===== src/rtl/fac_pkg.sv =====
package fac_pkg;
    localparam int FA_W   = 10;
    localparam int WORD_W = 32;
    localparam int CNT_W  = 16;
    localparam int NSIG   = 5;
    localparam int OFF_W  = 8;

    // signal index order of the timing tables
    localparam int SG_CSB    = 0;
    localparam int SG_PGENB  = 1;
    localparam int SG_LOAD   = 2;
    localparam int SG_ADDR   = 3;
    localparam int SG_STROBE = 4;

    localparam int OFF_MODE  = 'h00;
    localparam int OFF_IEN   = 'h04;
    localparam int OFF_ISTAT = 'h08;
    localparam int OFF_UCTRL = 'h0C;
    localparam int OFF_DOUT  = 'h10;
    localparam int OFF_ACTRL = 'h14;
    localparam int OFF_TPROG = 'h40;
    localparam int OFF_TREAD = 'h60;

    typedef enum logic {OP_PROG = 1'b0, OP_READ = 1'b1} op_e;

    typedef struct packed {
        logic [CNT_W-1:0] setup;
        logic [CNT_W-1:0] len;
    } win_t;

    typedef struct packed {
        logic            csb_n;
        logic            pgenb_n;
        logic            load;
        logic            strobe;
        logic [FA_W-1:0] addr;
    } pins_t;

    localparam pins_t PINS_IDLE = '{csb_n: 1'b1, pgenb_n: 1'b1, load: 1'b0,
                                    strobe: 1'b0, addr: '0};

    function automatic win_t dflt_win(input logic rd, input int sig);
        win_t w;
        w.setup = (sig == SG_STROBE) ? CNT_W'(2) : CNT_W'(1);
        if (rd) w.len = (sig == SG_STROBE) ? CNT_W'(3) : CNT_W'(4);
        else    w.len = (sig == SG_STROBE) ? CNT_W'(240) : CNT_W'(241);
        return w;
    endfunction

    // first cycle after the window; zero length behaves as one cycle
    function automatic logic [CNT_W:0] win_end(input win_t w);
        logic [CNT_W:0] l;
        l = (w.len == '0) ? (CNT_W+1)'(1) : {1'b0, w.len};
        return {1'b0, w.setup} + l;
    endfunction

    function automatic logic in_win(input logic [CNT_W:0] c, input win_t w);
        return (c >= {1'b0, w.setup}) && (c < win_end(w));
    endfunction
endpackage


===== src/rtl/fac_regs.sv =====
module fac_regs
    import fac_pkg::*;
(
    input  logic                    clk,
    input  logic                    rst,
    input  logic                    bus_we,
    input  logic [OFF_W-1:0]        bus_waddr,
    input  logic [WORD_W-1:0]       bus_wdata,
    input  logic [OFF_W-1:0]        bus_raddr,
    output logic [WORD_W-1:0]       bus_rdata,
    input  logic                    seq_busy,
    input  logic                    seq_done,
    input  logic                    cap_en,
    input  logic [WORD_W-1:0]       cap_data,
    output logic                    user_mode,
    output pins_t                   user_pins,
    output logic                    launch,
    output logic                    launch_rd,
    output logic [FA_W-1:0]         launch_addr,
    output win_t [NSIG-1:0]         prog_tim,
    output win_t [NSIG-1:0]         read_tim,
    output logic                    irq
);
    localparam logic [OFF_W-1:0] A_MODE  = OFF_W'(OFF_MODE);
    localparam logic [OFF_W-1:0] A_IEN   = OFF_W'(OFF_IEN);
    localparam logic [OFF_W-1:0] A_ISTAT = OFF_W'(OFF_ISTAT);
    localparam logic [OFF_W-1:0] A_UCTRL = OFF_W'(OFF_UCTRL);
    localparam logic [OFF_W-1:0] A_DOUT  = OFF_W'(OFF_DOUT);
    localparam logic [OFF_W-1:0] A_ACTRL = OFF_W'(OFF_ACTRL);

    logic              mode_q;
    logic [2:0]        ien_q;
    logic              stat_q;
    pins_t             uctrl_q;
    logic [WORD_W-1:0] dout_q;
    logic              go_q;
    logic              op_q;
    logic [FA_W-1:0]   aaddr_q;

    logic w_mode, w_ien, w_istat, w_uctrl, w_actrl;
    assign w_mode  = bus_we && (bus_waddr == A_MODE);
    assign w_ien   = bus_we && (bus_waddr == A_IEN);
    assign w_istat = bus_we && (bus_waddr == A_ISTAT);
    assign w_uctrl = bus_we && (bus_waddr == A_UCTRL);
    assign w_actrl = bus_we && (bus_waddr == A_ACTRL);

    // a launch needs a 0->1 change of the stored start bit in automatic mode
    assign launch      = w_actrl && !seq_busy && !mode_q && bus_wdata[0] && !go_q;
    assign launch_rd   = bus_wdata[1];
    assign launch_addr = bus_wdata[16 +: FA_W];

    always_ff @(posedge clk) begin
        if (rst) begin
            mode_q  <= 1'b0;
            ien_q   <= '0;
            stat_q  <= 1'b0;
            uctrl_q <= PINS_IDLE;
            dout_q  <= '0;
            go_q    <= 1'b0;
            op_q    <= 1'b0;
            aaddr_q <= '0;
        end else begin
            if (w_mode) mode_q <= bus_wdata[0];
            if (w_ien)  ien_q  <= bus_wdata[2:0];
            if (seq_done)                     stat_q <= 1'b1;
            else if (w_istat && bus_wdata[0]) stat_q <= 1'b0;
            if (w_uctrl) begin
                uctrl_q.csb_n   <= bus_wdata[0];
                uctrl_q.strobe  <= bus_wdata[1];
                uctrl_q.load    <= bus_wdata[2];
                uctrl_q.pgenb_n <= bus_wdata[3];
                uctrl_q.addr    <= bus_wdata[16 +: FA_W];
            end
            if (cap_en) dout_q <= cap_data;
            if (w_actrl && !seq_busy) begin
                go_q    <= bus_wdata[0];
                op_q    <= bus_wdata[1];
                aaddr_q <= bus_wdata[16 +: FA_W];
            end
        end
    end

    for (genvar i = 0; i < NSIG; i++) begin : g_tim
        localparam logic [OFF_W-1:0] A_P = OFF_W'(OFF_TPROG + 4*i);
        localparam logic [OFF_W-1:0] A_R = OFF_W'(OFF_TREAD + 4*i);
        always_ff @(posedge clk) begin
            if (rst) begin
                prog_tim[i] <= dflt_win(1'b0, i);
                read_tim[i] <= dflt_win(1'b1, i);
            end else if (bus_we && !seq_busy) begin
                if (bus_waddr == A_P) prog_tim[i] <= win_t'(bus_wdata);
                if (bus_waddr == A_R) read_tim[i] <= win_t'(bus_wdata);
            end
        end
    end

    assign user_mode = mode_q;
    assign user_pins = uctrl_q;
    assign irq       = |({2'b00, stat_q} & ien_q);

    always_comb begin
        bus_rdata = '0;
        case (bus_raddr)
            A_MODE:  bus_rdata = {31'b0, mode_q};
            A_IEN:   bus_rdata = {29'b0, ien_q};
            A_ISTAT: bus_rdata = {31'b0, stat_q};
            A_UCTRL: bus_rdata = {6'b0, uctrl_q.addr, 12'b0, uctrl_q.pgenb_n,
                                  uctrl_q.load, uctrl_q.strobe, uctrl_q.csb_n};
            A_DOUT:  bus_rdata = dout_q;
            A_ACTRL: bus_rdata = {6'b0, aaddr_q, 14'b0, op_q, go_q};
            default: ;
        endcase
        for (int i = 0; i < NSIG; i++) begin
            if (bus_raddr == OFF_W'(OFF_TPROG + 4*i)) bus_rdata = prog_tim[i];
            if (bus_raddr == OFF_W'(OFF_TREAD + 4*i)) bus_rdata = read_tim[i];
        end
    end

    // completion from the sequencer always leaves the flag set
    a_r5_done_sets_flag: assert property (@(posedge clk) disable iff (rst)
        seq_done |=> stat_q);
    // timing tables do not move under a running operation
    a_r10_timing_frozen: assert property (@(posedge clk) disable iff (rst)
        seq_busy |=> ($stable(prog_tim) && $stable(read_tim)));
    // operation control is locked while busy
    a_r8_ctrl_frozen: assert property (@(posedge clk) disable iff (rst)
        seq_busy |=> ($stable(go_q) && $stable(op_q) && $stable(aaddr_q)));
endmodule


===== src/rtl/fac_seq.sv =====
module fac_seq
    import fac_pkg::*;
(
    input  logic              clk,
    input  logic              rst,
    input  logic              launch,
    input  logic              launch_rd,
    input  logic [FA_W-1:0]   launch_addr,
    input  win_t [NSIG-1:0]   prog_tim,
    input  win_t [NSIG-1:0]   read_tim,
    output logic              busy,
    output logic              done,
    output logic              cap_en,
    output pins_t             pins
);
    logic            busy_q;
    logic [CNT_W:0]  cnt_q;
    op_e             op_q;
    logic [FA_W-1:0] addr_q;

    win_t [NSIG-1:0] tim;
    logic [NSIG-1:0] act;
    logic [CNT_W:0]  end_max;

    for (genvar i = 0; i < NSIG; i++) begin : g_win
        assign tim[i] = (op_q == OP_READ) ? read_tim[i] : prog_tim[i];
        assign act[i] = busy_q && in_win(cnt_q, tim[i]);
    end

    always_comb begin
        end_max = '0;
        for (int i = 0; i < NSIG; i++)
            if (win_end(tim[i]) > end_max) end_max = win_end(tim[i]);
    end

    assign busy   = busy_q;
    assign done   = busy_q && (cnt_q == end_max - 1'b1);
    assign cap_en = busy_q && (op_q == OP_READ) &&
                    (cnt_q == win_end(tim[SG_STROBE]) - 1'b1);

    always_ff @(posedge clk) begin
        if (rst) begin
            busy_q <= 1'b0;
            cnt_q  <= '0;
            op_q   <= OP_PROG;
            addr_q <= '0;
        end else if (launch) begin
            busy_q <= 1'b1;
            cnt_q  <= '0;
            op_q   <= launch_rd ? OP_READ : OP_PROG;
            addr_q <= launch_addr;
        end else if (busy_q) begin
            if (done) busy_q <= 1'b0;
            else      cnt_q  <= cnt_q + 1'b1;
        end
    end

    always_comb begin
        pins.csb_n   = !act[SG_CSB];
        pins.pgenb_n = !(act[SG_PGENB] && (op_q == OP_PROG));
        pins.load    = act[SG_LOAD] && (op_q == OP_READ);
        pins.strobe  = act[SG_STROBE];
        pins.addr    = act[SG_ADDR] ? addr_q : '0;
    end

    // the cycle counter advances by one every busy cycle until the end
    a_r3_cnt_step: assert property (@(posedge clk) disable iff (rst)
        (busy_q && !done && !launch) |=> (busy_q && cnt_q == $past(cnt_q) + 1'b1));
    // the last cycle returns the sequencer to idle
    a_r5_done_idles: assert property (@(posedge clk) disable iff (rst)
        (done && !launch) |=> !busy_q);
    // a launch is only taken from idle
    a_r2_launch_idle: assert property (@(posedge clk) disable iff (rst)
        launch |-> !busy_q);
endmodule


===== src/rtl/fac_pinmux.sv =====
module fac_pinmux
    import fac_pkg::*;
(
    input  logic  user_mode,
    input  pins_t auto_pins,
    input  pins_t user_pins,
    output pins_t pins
);
    assign pins = user_mode ? user_pins : auto_pins;
endmodule


===== src/rtl/fuse_access_ctrl.sv =====
module fuse_access_ctrl
    import fac_pkg::*;
(
    input  logic              clk,
    input  logic              rst,
    input  logic              bus_we,
    input  logic [OFF_W-1:0]  bus_waddr,
    input  logic [WORD_W-1:0] bus_wdata,
    input  logic [OFF_W-1:0]  bus_raddr,
    output logic [WORD_W-1:0] bus_rdata,
    output logic              fuse_csb,
    output logic              fuse_pgenb,
    output logic              fuse_load,
    output logic              fuse_strobe,
    output logic [FA_W-1:0]   fuse_addr,
    input  logic [WORD_W-1:0] fuse_dout,
    output logic              irq
);
    logic            user_mode, launch, launch_rd, seq_busy, seq_done, cap_en;
    logic [FA_W-1:0] launch_addr;
    win_t [NSIG-1:0] prog_tim, read_tim;
    pins_t           user_pins, auto_pins, pins;

    fac_regs u_regs (
        .clk(clk), .rst(rst),
        .bus_we(bus_we), .bus_waddr(bus_waddr), .bus_wdata(bus_wdata),
        .bus_raddr(bus_raddr), .bus_rdata(bus_rdata),
        .seq_busy(seq_busy), .seq_done(seq_done),
        .cap_en(cap_en), .cap_data(fuse_dout),
        .user_mode(user_mode), .user_pins(user_pins),
        .launch(launch), .launch_rd(launch_rd), .launch_addr(launch_addr),
        .prog_tim(prog_tim), .read_tim(read_tim), .irq(irq)
    );

    fac_seq u_seq (
        .clk(clk), .rst(rst),
        .launch(launch), .launch_rd(launch_rd), .launch_addr(launch_addr),
        .prog_tim(prog_tim), .read_tim(read_tim),
        .busy(seq_busy), .done(seq_done), .cap_en(cap_en), .pins(auto_pins)
    );

    fac_pinmux u_mux (
        .user_mode(user_mode), .auto_pins(auto_pins),
        .user_pins(user_pins), .pins(pins)
    );

    assign fuse_csb    = pins.csb_n;
    assign fuse_pgenb  = pins.pgenb_n;
    assign fuse_load   = pins.load;
    assign fuse_strobe = pins.strobe;
    assign fuse_addr   = pins.addr;

    // automatic mode with no operation leaves the macro idle
    a_r4_idle_pins: assert property (@(posedge clk) disable iff (rst)
        (!user_mode && !seq_busy) |->
        (fuse_csb && fuse_pgenb && !fuse_load && !fuse_strobe && fuse_addr == '0));
    // sensing and burning are never requested together
    a_r4_load_pgenb_excl: assert property (@(posedge clk) disable iff (rst)
        !user_mode |-> !(fuse_load && !fuse_pgenb));
    // capture happens inside a strobe pulse
    a_r6_cap_in_strobe: assert property (@(posedge clk) disable iff (rst)
        (cap_en && !user_mode) |-> fuse_strobe);
endmodule


===== config.mk =====
export PLATFORM = sky130hd
export DESIGN_NAME = fuse_access_ctrl
export DESIGN_NICKNAME = d
export VERILOG_FILES = /design/src/rtl/fac_pkg.sv /design/src/rtl/fac_regs.sv /design/src/rtl/fac_seq.sv /design/src/rtl/fac_pinmux.sv /design/src/rtl/fuse_access_ctrl.sv
export SDC_FILE = /design/constraint.sdc
export NUM_CORES = 2
export LEC_CHECK = 0
export ABC_AREA = 1
export BUFFER_PORTS_ARGS = -buffer_cell sky130_fd_sc_hd__clkbuf_2
export CAP_MARGIN = 30
export CORE_ASPECT_RATIO = 2
export CORE_MARGIN = 5
export CORE_UTILIZATION = 45
export DETAILED_ROUTE_END_ITERATION = 8
export PLACE_DENSITY = 0.66
export RECOVER_POWER = 50
export SLEW_MARGIN = 20
export SYNTH_ARGS = -nofsm -noshare
export SYNTH_HDL_FRONTEND = slang
export SYNTH_SLANG_ARGS = --single-unit

===== constraint.sdc =====
create_clock -name clk -period 10.86 [get_ports clk]
set_clock_uncertainty 0.1 [all_clocks]
set_input_delay 1.629 -clock clk [delete_from_list [all_inputs] [get_ports clk]]
set_output_delay 1.629 -clock clk [all_outputs]
set_load 0.02 [all_outputs]

### Word level (Yosys, flattened, before mapping)

Index checks and enable logic that the tools add are counted.

| word-level totals | value |
|---|---|
| flip-flop bits (word level) | 412 |
| input port bits | 83 |

| operators by class | value |
|---|---|
| equal/unequal tests | 31 |
| add/sub/neg operators | 8 |
| bitwise logic cells | 3 |
| $lt $le $gt $ge | 15 |
| mux-type cells | 34 |
| reductions and logical operators | 52 |

Operators with widths:

| operator | number |
|---|---|
| 32-bit two-way mux | 15 |
| 32-bit case mux with 6 select lines | 1 |
| 8-bit by 7-bit == test with 1-bit output, second input constant | 20 |
| 17-bit by 16-bit >= comparator with 1-bit output | 5 |
| 17-bit less-than comparator | 5 |
| 17-bit two-way mux | 5 |
| 16-bit logical NOT | 5 |
| 16-bit two-way mux | 5 |
| 16-bit by 17-bit adder with 17-bit output | 4 |
| 17-bit greater-than comparator | 4 |
| 17-bit == test | 2 |
| 17-bit by 1-bit subtractor with 17-bit output, second input constant | 2 |
| 8-bit by 4-bit == test with 1-bit output, second input constant | 4 |
| 1-bit logical AND | 26 |
| 8-bit by 5-bit == test with 1-bit output, second input constant | 3 |
| 2-bit AND reduction | 11 |
| 16-bit by 16-bit adder with 17-bit output | 1 |
| 17-bit by 1-bit adder with 17-bit output, second input constant | 1 |
| 17-bit by 1-bit greater-than comparator with 1-bit output, second input constant | 1 |
| 8-bit by 3-bit == test with 1-bit output, second input constant | 2 |
| 8-bit logical NOT | 2 |
| 14-bit two-way mux | 1 |
| 10-bit two-way mux | 1 |
| 1-bit two-way mux | 6 |
| other kinds (6) | 11 |

### Longest topological paths before layout

| logic depth | value |
|---|---|
| depth in word-level cells | 20 |
| depth in mapped cells | 85 |

### By module

A second synthesis with hierarchy kept.

| unflattened totals | value |
|---|---|
| cell total of the unflattened synthesis | 4995 |
| area total of the unflattened synthesis | 32588.8 µm² |

By module, submodules not included:

| module | cells an instance | instances | area each (µm²) |
|---|---|---|---|
| fac_seq | 2850 | 1 | 16497.1 |
| fac_regs | 2100 | 1 | 15911.5 |
| fac_pinmux | 45 | 1 | 180.2 |

### Least setup slack after synthesis

Ideal clock, no wire load.

| timing path | value |
|---|---|
| path kind | register -> register |
| start | register u_seq.op_q |
| end | register u_seq.cnt_q[12] |
| setup slack | 1.148 ns |
| arrival time | 9.544 ns |
| cell stages (with the launch flop) | 72 |
| setup time | 0.069 ns |
| path buffers | 10 |
| cells stage by stage | dfxtp_1 -> clkbuf_1 -> clkbuf_1 -> clkbuf_1 -> clkbuf_1 -> clkbuf_1 -> o21ai_0 -> ha_1 -> fa_1 -> nand3_1 -> nand3_1 -> nand2_1 -> nand2_1 -> a21oi_1 -> inv_1 -> ha_1 -> nand2_1 -> inv_2 -> (+36 left out) -> nand2_2 -> inv_2 -> nand2_1 -> nand2_1 -> ha_1 -> nand3_1 -> nor2_1 -> nand3_1 -> nand2_1 -> nand2_1 -> nor2_1 -> nand2_1 -> nor2_4 -> nand2_4 -> nand2_4 -> buf_8 -> nand2_1 -> a21oi_2 |

| on the way | value |
|---|---|
| word-level cells in the longest chain between the ends | 19 |

RTL lines:

| item | RTL line | source |
|---|---|---|
| start: declaration | fac_seq.sv:18 | `op_e op_q;` |
| start signal: assignment | fac_seq.sv:50 | `op_q <= launch_rd ? OP_READ : OP_PROG;` |
| 32-bit two-way mux | fac_seq.sv:26 | `assign tim[i] = (op_q == OP_READ) ? read_tim[i] : prog_tim[i];` |
| 16-bit logical NOT | fac_pkg.sv:53 | `l = (w.len == '0) ? (CNT_W+1)'(1) : {1'b0, w.len};` |
| 16-bit two-way mux | fac_pkg.sv:53 |  |
| 16-bit by 17-bit adder with 17-bit output | fac_pkg.sv:54 | `return {1'b0, w.setup} + l;` |
| 17-bit by 1-bit greater-than comparator with 1-bit output | fac_seq.sv:33 | `if (win_end(tim[i]) > end_max) end_max = win_end(tim[i]);` |
| 17-bit two-way mux | fac_seq.sv:33 |  |
| 17-bit greater-than comparator | fac_seq.sv:33 |  |
| 17-bit two-way mux | fac_seq.sv:33 |  |
| (+3 left out) | n/a |  |
| 17-bit two-way mux | fac_seq.sv:33 |  |
| 17-bit greater-than comparator | fac_seq.sv:33 |  |
| 17-bit two-way mux (*) | fac_seq.sv:33 |  |
| 17-bit by 1-bit subtractor with 17-bit output (*) | fac_seq.sv:37 | `assign done = busy_q && (cnt_q == end_max - 1'b1);` |
| 17-bit == test (*) | fac_seq.sv:37 |  |
| 1-bit logical AND (*) | fac_seq.sv:37 |  |
| 1-bit NOT (no line) (*) | n/a |  |
| 2-bit AND reduction (no line) (*) | n/a |  |
| end signal: assignment | fac_seq.sv:54 | `else cnt_q <= cnt_q + 1'b1;` |
| end: declaration | fac_seq.sv:17 | `logic [CNT_W:0] cnt_q;` |

Mark *: on every way between the ends. The rest lies on a longest branch, timed or not.
A chain may end at the register's enable or synchronous reset.

### Worst setup path after layout

| timing path | value |
|---|---|
| start | register u_seq.op_q |
| end | register u_seq.cnt_q[11] |

The elaborated chain is that of the path after synthesis.

==> qor.csv <==
stage,metric,value,unit
run,count of max-cap constraint violations,8,
cells_and_area,Sequential Area,8250,µm²
clocking,Max Root-Sink Buffers,3,
global_route,antenna violations before repair,2,
critical_path,Slowest cell on crit path,sky130_fd_sc_hd__xor2_1,
critical_path,critical path's largest stage delay,590,ps
global_route,total overflow reported by the global router,0,
power,Max rail drop VDD,0.000237,V
min_path,Worst Hold Path Cells,2,
logic_synthesis,share of synthesized flip-flops with an asynchronous set or reset,0,
logic_synthesis,combinational family with the most area after synthesis,simple AND/OR/NAND/NOR gates,
place,DP Wirelength,117000,µm
cells_and_area,layout net count,5462,
route,drt drc,0,
clocking,CTS H-tree lvls,2,
logic_synthesis,Post-Synth Adder-Cell Area,0.125,
critical_path,worst-path maximum fanout,81,
critical_path,required time reported for the critical path endpoint,11260,ps
route,1st-pass router iterations,6,
clocking,clock sink count,412,
die,I/O pin cnt,130,
cells_and_area,layout overhead on the synthesized area,12.4,%
die,starting utilization of the core area,0.454,
route,wire per inst,25.0,µm
cells_and_area,layout cell share with drive strength beyond 1,0.119,
logic_synthesis,post-synth cell types,70,
critical_path,worst endpoint data arrival time,10860,ps
logic_synthesis,fraction of post-synthesis cell area in the top cell type by area,0.257,
sta,Max Freq,0.0957,GHz
min_path,sink of the worst hold path,u_regs.prog_tim[139]$_SDFFE_PP0P_,
min_path,hold_sp,u_regs.prog_tim[139]$_SDFFE_PP0P_,
logic_synthesis,Synth Area in XOR/XNOR,0.0282,
power,switching share of power,0.467,
critical_path,cell count along the critical path,58,
sta,final hold slack,376,ps
sta,headroom to the max-slew limit,-1.24,
power,share of power burned in the clock network,0.203,
die,Die ar.,77100,µm²
logic_synthesis,commonest register cell after synthesis,sky130_fd_sc_hd__dfxtp_1,
sta,final cycle utilization of the critical path,0.962,
place,placed inst area,34600,µm²
route,Iteration-0 DRC Markers,3165,
logic_synthesis,Area contributors post-synth,"sky130_fd_sc_hd__dfxtp_1 26%, sky130_fd_sc_hd__nand2_1 13%, sky130_fd_sc_hd__ha_1 12%, sky130_fd_sc_hd__o21ai_0 8.3%, sky130_fd_sc_hd__a21oi_1 7.7%",
power,power per cell area,183,nW/µm²
place,total instance count after detailed placement,5925,
logic_synthesis,"FF+latch count, synth",412,
cells_and_area,number of inserted filler cells in the final layout,7455,
power,fraction of power consumed by combinational cells,0.567,
die,die span in x,199,µm
sta,transition time at the pin with the least slew margin,3350,ps
outcome,status,"complete, but fails checks",
logic_synthesis,number of warnings issued by yosys,0,
critical_path,Critical Path Start Type,flip-flop,
critical_path,family of cells with the greatest summed delay on the critical path,simple AND/OR/NAND/NOR gates,
global_route,pin count of the biggest net entering global routing,182,
cells_and_area,multi-input logic area,20800,µm²
critical_path,crit end category,flip-flop,
critical_path,reg-to-reg critical path startpoint,u_seq.op_q$_SDFFE_PP0P_,
logic_synthesis,net count after synthesis,5329,
sta,time the worst path needs with I/O delays and setup,10450,ps
logic_synthesis,leading cell type by number of instances after synthesis,sky130_fd_sc_hd__nand2_1,
logic_synthesis,Post-synth EDFFs,0,
critical_path,number of cells on the worst reg-to-reg path,58,
critical_path,category of the most critical setup path,flip-flop to flip-flop,
sta,final slew viol count,488,
power,part of the power in registers,0.229,
sta,final hold violation count,0,
route,routed via count,35555,
clocking,cts bufs inserted,36,
global_route,wire length of the first global-routing pass,215000,µm
place,dpl ws,188,ps
place,final RePlAce weighted congestion,1.13,
route,Antenna Violating Nets Remaining,0,
cells_and_area,Final Cell Area,36100,µm²
logic_synthesis,share of the synthesized area in compound gates (AO/OA/AOI/OAI),0.217,
logic_synthesis,number of instances in the synthesized netlist,4929,
sta,final worst slack,408,ps
global_route,via count of the first global-routing pass,33842,
die,standard-cell rows,138,
logic_synthesis,cell taking the most area after synthesis,sky130_fd_sc_hd__dfxtp_1,
clocking,total of hold buffers inserted after clock tree synthesis,0,
global_route,GRT Total Usage,0.375,
clocking,TritonCTS clock tree,done,
logic_synthesis,"Cell Area, Synth",32100,µm²
cells_and_area,final instance count without filler cells,6003,
clocking,insertion delay to the later sink of the worst-skew pair,580,ps
logic_synthesis,proportion of synthesized chip area in sequential cells,0.257,
clocking,clock tree root driver cell,sky130_fd_sc_hd__clkbuf_16,
cells_and_area,post-layout util,0.510,
critical_path,critical register-to-register path endpoint,u_seq.cnt_q[11]$_SDFFE_PP0P_,
logic_synthesis,"Avg Cell Area, Syn",6.52,µm²
min_path,worst min-delay path class,flip-flop to flip-flop,
route,drt total wl,150000,µm
logic_synthesis,share of synthesized area spent on multiplexers,0.000312,
clocking,"CTS clk-pin slew, worst paths",70,ps
outcome,violated checks,"max-capacitance violations, max-slew violations",
die,DIE HEIGHT,388,µm
place,number of I/O port buffers,129,
logic_synthesis,simple-gate share of the synthesized area,0.267,
power,static leakage,17.9,nW
critical_path,worst setup slack for register-to-register paths,410,ps
sta,final number of setup-violating endpoints,0,
route,Via-to-Cell Ratio,5.92,
power,power dissipated by switching net loads,0.00308,W
power,Internal Dissipation,0.00352,W
die,core region area,70800,µm²
logic_synthesis,commonest cells in the synthesized netlist,"1153 x sky130_fd_sc_hd__nand2_1, 598 x sky130_fd_sc_hd__inv_1, 534 x sky130_fd_sc_hd__o21ai_0",
critical_path,combined buffer and inverter count along the critical path,8,
final cells by class:
class,instances,area share
diodes,3,0.000208
clock buffers,51,0.0285
flip-flops and latches,412,0.229
multi-input cells,3630,0.577
clock inverters,15,0.00381
repair buffers,328,0.0622
inverters,654,0.0687
well taps,910,0.0315
cells in the final DEF (no fill, tap or decap), types with 79 or more instances in the layout:
cell type                  instances
sky130_fd_sc_hd__buf_4           171
sky130_fd_sc_hd__inv_1           597
sky130_fd_sc_hd__a21oi_1         491
sky130_fd_sc_hd__xor2_1           79
sky130_fd_sc_hd__o21ai_0         523
sky130_fd_sc_hd__dfxtp_1         411
sky130_fd_sc_hd__nand4_1          93
sky130_fd_sc_hd__nand3_1         244
sky130_fd_sc_hd__ha_1            308
sky130_fd_sc_hd__nand2_1        1142
sky130_fd_sc_hd__nor2_1          227
sky130_fd_sc_hd__clkbuf_2        126
state kept, by name, summed over array words and instances, names as in the netlist, 3 cells and up:
| register | flops |
|---|---|
| u_regs.prog_tim | 160 |
| u_regs.read_tim | 160 |
| u_regs.dout_q | 32 |
| u_seq.cnt_q | 17 |
| u_regs.user_pins | 14 |
| u_regs.aaddr_q | 10 |
| u_seq.addr_q | 10 |
| u_regs.ien_q | 3 |
tightest hold or removal path, cell delays in order (launching register included):
cell and delay (ps):
sky130_fd_sc_hd__dfxtp_1 320, sky130_fd_sc_hd__inv_1 60, sky130_fd_sc_hd__a21oi_1 50
logic make-up (layout without fill, tap and decap cells):
family / after synthesis / after routing
mux: 1 / 1
other cells: 0 / 3
buf+inv: 887 / 1048
fa+ha+maj: 317 / 317
simple gates: 1959 / 1959
xor+xnor: 98 / 98
compound gates: 1255 / 1255
flops: 412 / 412
repair_timing:
item / 4_1_cts / 5_1_grt
gates resized for setup: 0 / 89
endpoints found under the hold margin: 0 / 0
setup endpoints to repair: 0 / 19
buffers inserted: 0 / 4
worst max path at each step:
stage                                  startpoint  slack, ps                           end
after global routing      u_seq.op_q$_SDFFE_PP0P_       -140  u_seq.cnt_q[11]$_SDFFE_PP0P_
after CTS                 u_seq.op_q$_SDFFE_PP0P_        160  u_seq.cnt_q[13]$_SDFFE_PP0P_
final                     u_seq.op_q$_SDFFE_PP0P_        410  u_seq.cnt_q[11]$_SDFFE_PP0P_
after global placement    u_seq.op_q$_SDFFE_PP0P_        210   u_seq.cnt_q[3]$_SDFFE_PP0P_
after floorplan           u_seq.op_q$_SDFFE_PP0P_       1150  u_seq.cnt_q[12]$_SDFFE_PP0P_
after detailed placement  u_seq.op_q$_SDFFE_PP0P_        190   u_seq.cnt_q[2]$_SDFFE_PP0P_
per-stage QoR:
step	setup TNS (ps)	total power, W
2_1_floorplan	0	0.00339
5_1_grt	-1930	0.00690
3_3_place_gp	0	0.00493
6_report	0	0.00660
4_1_cts	0	0.00623
3_5_place_dp	0	0.00491
power groups by stage:
stage	Clock, W	Sequential [W]	Combinational [W]
2_1_floorplan	0	0.00155	0.00185
3_3_place_gp	0	0.00155	0.00339
3_5_place_dp	0	0.00155	0.00336
4_1_cts	0.00134	0.00151	0.00337
5_1_grt	0.00139	0.00151	0.00399
6_report	0.00134	0.00151	0.00375
routing by layer:
metal,up-vias,global-route usage,wire (µm)
met1,16274,0.370,47800
met2,1804,0.631,71000
met5,-,0,26
li1,16734,-,-
met3,739,0.0546,9600
met4,4,0.407,21800
Note: power is estimated with default switching activity, not from simulation.
